<file path="config.mk">
export PLATFORM = sky130hd
export DESIGN_NAME = ltmr_regbank
export DESIGN_NICKNAME = d
export VERILOG_FILES = /design/src/rtl/ltmr_regbank.sv
export SDC_FILE = /design/constraint.sdc
export NUM_CORES = 1
export LEC_CHECK = 0
export BUFFER_PORTS_ARGS = -buffer_cell sky130_fd_sc_hd__buf_2
export CORE_MARGIN = 3
export CORE_UTILIZATION = 51
export CTS_CLUSTER_DIAMETER = 80
export DETAILED_ROUTE_END_ITERATION = 8
export GPL_TIMING_DRIVEN = 0
export MAX_ROUTING_LAYER = met4
export PLACE_DENSITY = 0.8
export SYNTH_ARGS = -nofsm -noshare
export SYNTH_HDL_FRONTEND = slang
export SYNTH_SLANG_ARGS = --single-unit
</file>
<file path="constraint.sdc">
create_clock -name clk -period 1.3 [get_ports clk]
set_input_delay 0.195 -clock clk [delete_from_list [all_inputs] [get_ports clk]]
set_output_delay 0.195 -clock clk [all_outputs]
set_load 0.1 [all_outputs]
</file>
<file path="src/rtl/ltmr_regbank.sv">
module ltmr_regbank #(
  parameter int WIDTH = 8,
  parameter logic [WIDTH-1:0] RESET_VAL = '0
) (
  input  logic                 clk,
  input  logic                 rst,
  input  logic                 load,
  input  logic [WIDTH-1:0]     d_in,
  input  logic [3*WIDTH-1:0]   upset,
  output logic [WIDTH-1:0]     q,
  output logic [WIDTH-1:0]     mismatch
);
  localparam int COPIES = 3;

  for (genvar k = 0; k < COPIES; k++) begin : g_copy
    logic [WIDTH-1:0] bits;
    wire  [WIDTH-1:0] flip = upset[k*WIDTH +: WIDTH];
    always_ff @(posedge clk) begin
      if (rst) bits <= RESET_VAL;
      else     bits <= (load ? d_in : bits) ^ flip;
    end
  end

  wire [WIDTH-1:0] a = g_copy[0].bits;
  wire [WIDTH-1:0] b = g_copy[1].bits;
  wire [WIDTH-1:0] c = g_copy[2].bits;

  assign q        = (a & b) | (b & c) | (c & a);
  assign mismatch = (a ^ b) | (b ^ c);

  wire [WIDTH-1:0] overlap = (g_copy[0].flip & g_copy[1].flip) |
                             (g_copy[1].flip & g_copy[2].flip) |
                             (g_copy[2].flip & g_copy[0].flip);

  p_reset_value_r1: assert property (@(posedge clk) disable iff (rst)
    $fell(rst) |-> (q == RESET_VAL && mismatch == '0));

  p_load_takes_input_r2: assert property (@(posedge clk) disable iff (rst)
    (load && upset == '0) |=> (q == $past(d_in) && mismatch == '0));

  p_hold_r3: assert property (@(posedge clk) disable iff (rst)
    (!load && upset == '0) |=> ($stable(q) && $stable(mismatch)));

  p_single_upset_masked_r4: assert property (@(posedge clk) disable iff (rst)
    (!load && mismatch == '0 && overlap == '0) |=> $stable(q));

  p_flag_sticks_r5: assert property (@(posedge clk) disable iff (rst)
    (!load && upset == '0 && mismatch != '0) |=> (mismatch == $past(mismatch)));

endmodule

</file>
# After elaboration in Yosys (flattened, before gate mapping)
# Index checks and enable logic that the tools add are counted.
# op_classes
n_mux,3
bitwise,11
# ops
operator,count
8-bit XOR,5
8-bit AND,3
8-bit 2-to-1 mux,3
8-bit bitwise OR,3
# word_totals
register_bits,24
in_bits,35
out_inout_bits,16
elab_cells,17

# Depth between registers and ports, before layout
# depth
word_depth,3
depth_mapped,4
ltp_nobuf,2

# Worst setup path after synthesis
# No wires, ideal clock.
# synth_timing
path_type,register -> output
startpoint,register g_copy[1].bits[0] (netlist: b[0])
endpoint,output q[0]
arrival_ns,1.125
path_buffers,0
slack_ns,-0.020
t_required_ns,1.105
path_stages_with_launch,3
path_cell_list,dfxtp_1 ha_1 a211o_1
# synth_via
elab_chain_cells,3
elab_cells_between_ends,4
classes_between,bitwise: 4
# synth_rtl
element,line,rtl
"start, declared",16,logic [WIDTH-1:0] bits;
"start signal, assigned",20,else bits <= (load ? d_in : bits) ^ flip;
8-bit AND,28,assign q = (a & b) | (b & c) | (c & a);
8-bit bitwise OR * (2 in a row),28,
"end, declared",10,"output logic [WIDTH-1:0] q,"
# Mark *: on every way between the ends. The rest lies on a longest branch, timed or not.

# Final worst setup path
# layout_timing
startpoint,register g_copy[1].bits[6] (netlist: b[6])
endpoint,output q[6]
# The elaborated chain is that of the path after synthesis.

==> reports/qor.yml <==
rsz0062_at_grt: "yes"
ant_nets: 0
status: "finished, violations left"
core_mm2: 0.00290
violations: "negative setup slack"
drtIter0Drc: 69
clk_latency_ps: 320
avgSynthCellArea_um2: 10.3
p_comb_share_pct: 55.2
ys_async_sr_fraction_pct: 0
drcViolationCount: 0
clk_pin_slew_worst_paths_ps: 140
fin_util_pct: 90.5
max_stage_delay_ps: 400
hold-worst-slack_ps: 187
cts_max_path_buffers: 2
ios: 51
max_slew_margin_pct: 70.0
die_h_um: 62.7
p_switching_mw: 1.29
cts_hold_buf: 0
path_buf_inv: 1
power_mw: 2.98
grt_pass1_wl_mm: 7.89
cts_tree: "done"
cp_max_fo: 3
path_class: "reg2out"
cts_sinks: 24
grtUsageTotal_pct: 26.7
layout_setup_ws_ps: -273
vias: 1422
synth_flop_cell: "dfxtp_1"
yosysTopAreaCellShare_pct: 29.3
slowest_stage: "dfxtp_4"
postSynthNetCount: 211
synth-seq-area-share_pct: 29.3
ys_seq_elements: 24
syn_area_mm2: 0.00164
critPathLaunchType: "register"
finalHoldViolations: 0
overflow: 0
nNetsFinal: 271
worst_slew_pin_slew_ps: 450
regToRegSetupSlack_ps: 50
fin_crit_ps: 1570
die_width_um: 62.7
endpoint_kind: "output port"
synth_commonest_cells: "dfxtp_1 (24), mux2i_1 (24), nor2_1 (24), nor2b_1 (24)"
port_buffers: 48
path_cells: "ha_4 -> a211o_4 -> buf_12"
area_delta_synth_final_pct: 59.8
worstPathArrival_ps: 1380
drv_cap: 0
dp.cells: 250
hp-class: "in2reg"
clock_tree.root_cell: "clkbuf_4"
finalCritPeriodShare_pct: 121
cts_buffers: 3
crit_family: "flip-flops"
vias_per_cell: 5.45
drive_gt1_share_pct: 59.4
pwr-share-clk_pct: 14.1
netlist.top_cell.by_area: "dfxtp_1"
finalMaxSlewViolations: 0
p_sw_share_pct: 43.2
pre_cts_ws_ps: -103
wl_mm: 4.92
yosys_warnings: 0
antenna_found_initial: 0
dp_hpwl_mm: 2.90
dpl_cell_area_mm2: 0.00194
drtPass1Iterations: 4
synth_cell_type_count: 14
power.internal_mw: 1.69
htree_levels: 1
setup_viol: 16
routedWlPerCell_um: 18.8
p_per_area_mw_per_mm2: 1130
power_leakage_nw: 1.19
setup-tns-final_ps: -4060
final_cells: 261
cp_data_required_time_ps: 1110
vdd_ir_drop_max_uv: 1190
diodes: 0
initial_core_util_pct: 56.6
clock.fmax_mhz: 636
grt_max_degree: 14
syn_inst: 160
skew_ps: 0
synth_edf_count: 0
row_count: 19
stdcell_area_mm2: 0.00262
grt_pass1_vias: 1637
gp_congestion: 0.745
die_area_mm2: 0.00394
synth_area_leaders: "dfxtp_1 (29%), mux2i_1 (15%), ha_1 (12%)"
seq_power_share_pct: 30.7
-- metal layers --
layer | part of all wire [%] | global-route usage, % | vias to the layer above | routed length (um)
li1 | - | - | 676 | -
met1 | 40 | 28.9 | 696 | 1960
met2 | 55 | 49.3 | 42 | 2680
met3 | 3.7 | 5.04 | 8 | 183
met4 | 1.7 | 7.71 | 0 | 85
met5 | 0 | - | - | 0
-- power groups by stage --
stage / Sequential [mW] / Clock, mW / Combinational, mW
after detailed placement: 0.877 / 0 / 1.15
after global routing: 0.924 / 0.448 / 1.72
after CTS: 0.911 / 0.423 / 1.61
final: 0.914 / 0.419 / 1.64
after global placement: 0.869 / 0 / 1.11
after floorplan: 0.860 / 0 / 0.958
-- worst paths after layout --
| kind | start | to | cells after the start |
|---|---|---|---|
| max | b[6]$_SDFF_PP0_ | q[6] | 3 |
| max reg2reg | a[0]$_SDFF_PP0_ | a[0]$_SDFF_PP0_ | 3 |
| min | upset[6] | a[6]$_SDFF_PP0_ | 3 |
| min reg2reg | c[0]$_SDFF_PP0_ | c[0]$_SDFF_PP0_ | 2 |
-- area by class of cell --
class,count,area [um^2]
multi-input cells,128,1380
flip-flops and latches,24,551
repair buffers,55,533
fillers,122,277
plain buffers,8,75.1
well taps,42,52.6
clock buffers,4,36.3
-- cell families (layout without fill, tap and decap cells) --
family,Yosys count,in the layout,share of synthesized area (%)
AOI/OAI and AO/OA,8,8,4.27
adders and majority gates,16,16,12.2
buffers and inverters,8,67,4.57
DFF,24,24,29.3
muxes,48,48,32.0
and+or+nand+nor,56,56,17.7
-- worst reg2reg max path, cell delays in order (launching register included) --
cell,delay (ps)
dfxtp_2,360
buf_4,150
mux2i_1,310
mux2_4,330
-- registers in the layout, indices dropped and copies added (netlist names) --
register and cells:
a 8, b 8, c 8
-- cells in the final DEF, fill, tap and decap left out --
cell and count:
buf_2 36, nor2_1 24, nor2b_1 24, mux2i_1 24, buf_12 18, mux2_1 16, ha_4 16, dfxtp_4 16
or2_4 8, a211o_4 8, dfxtp_2 8, buf_4 7, mux2_4 4, mux2_2 4, clkbuf_4 3, clkbuf_1 1
buf_6 1, clkbuf_8 1
-- what timing repair did --
action                     in CTS  in global routing
setup endpoints to repair      16                 16
gates cloned                    0                  0
gates resized for setup       130                  6
pin swaps                      20                 10
setup buffers                   6                  1
hold endpoints to repair        0                  0
(Power assumes the default switching activity.)
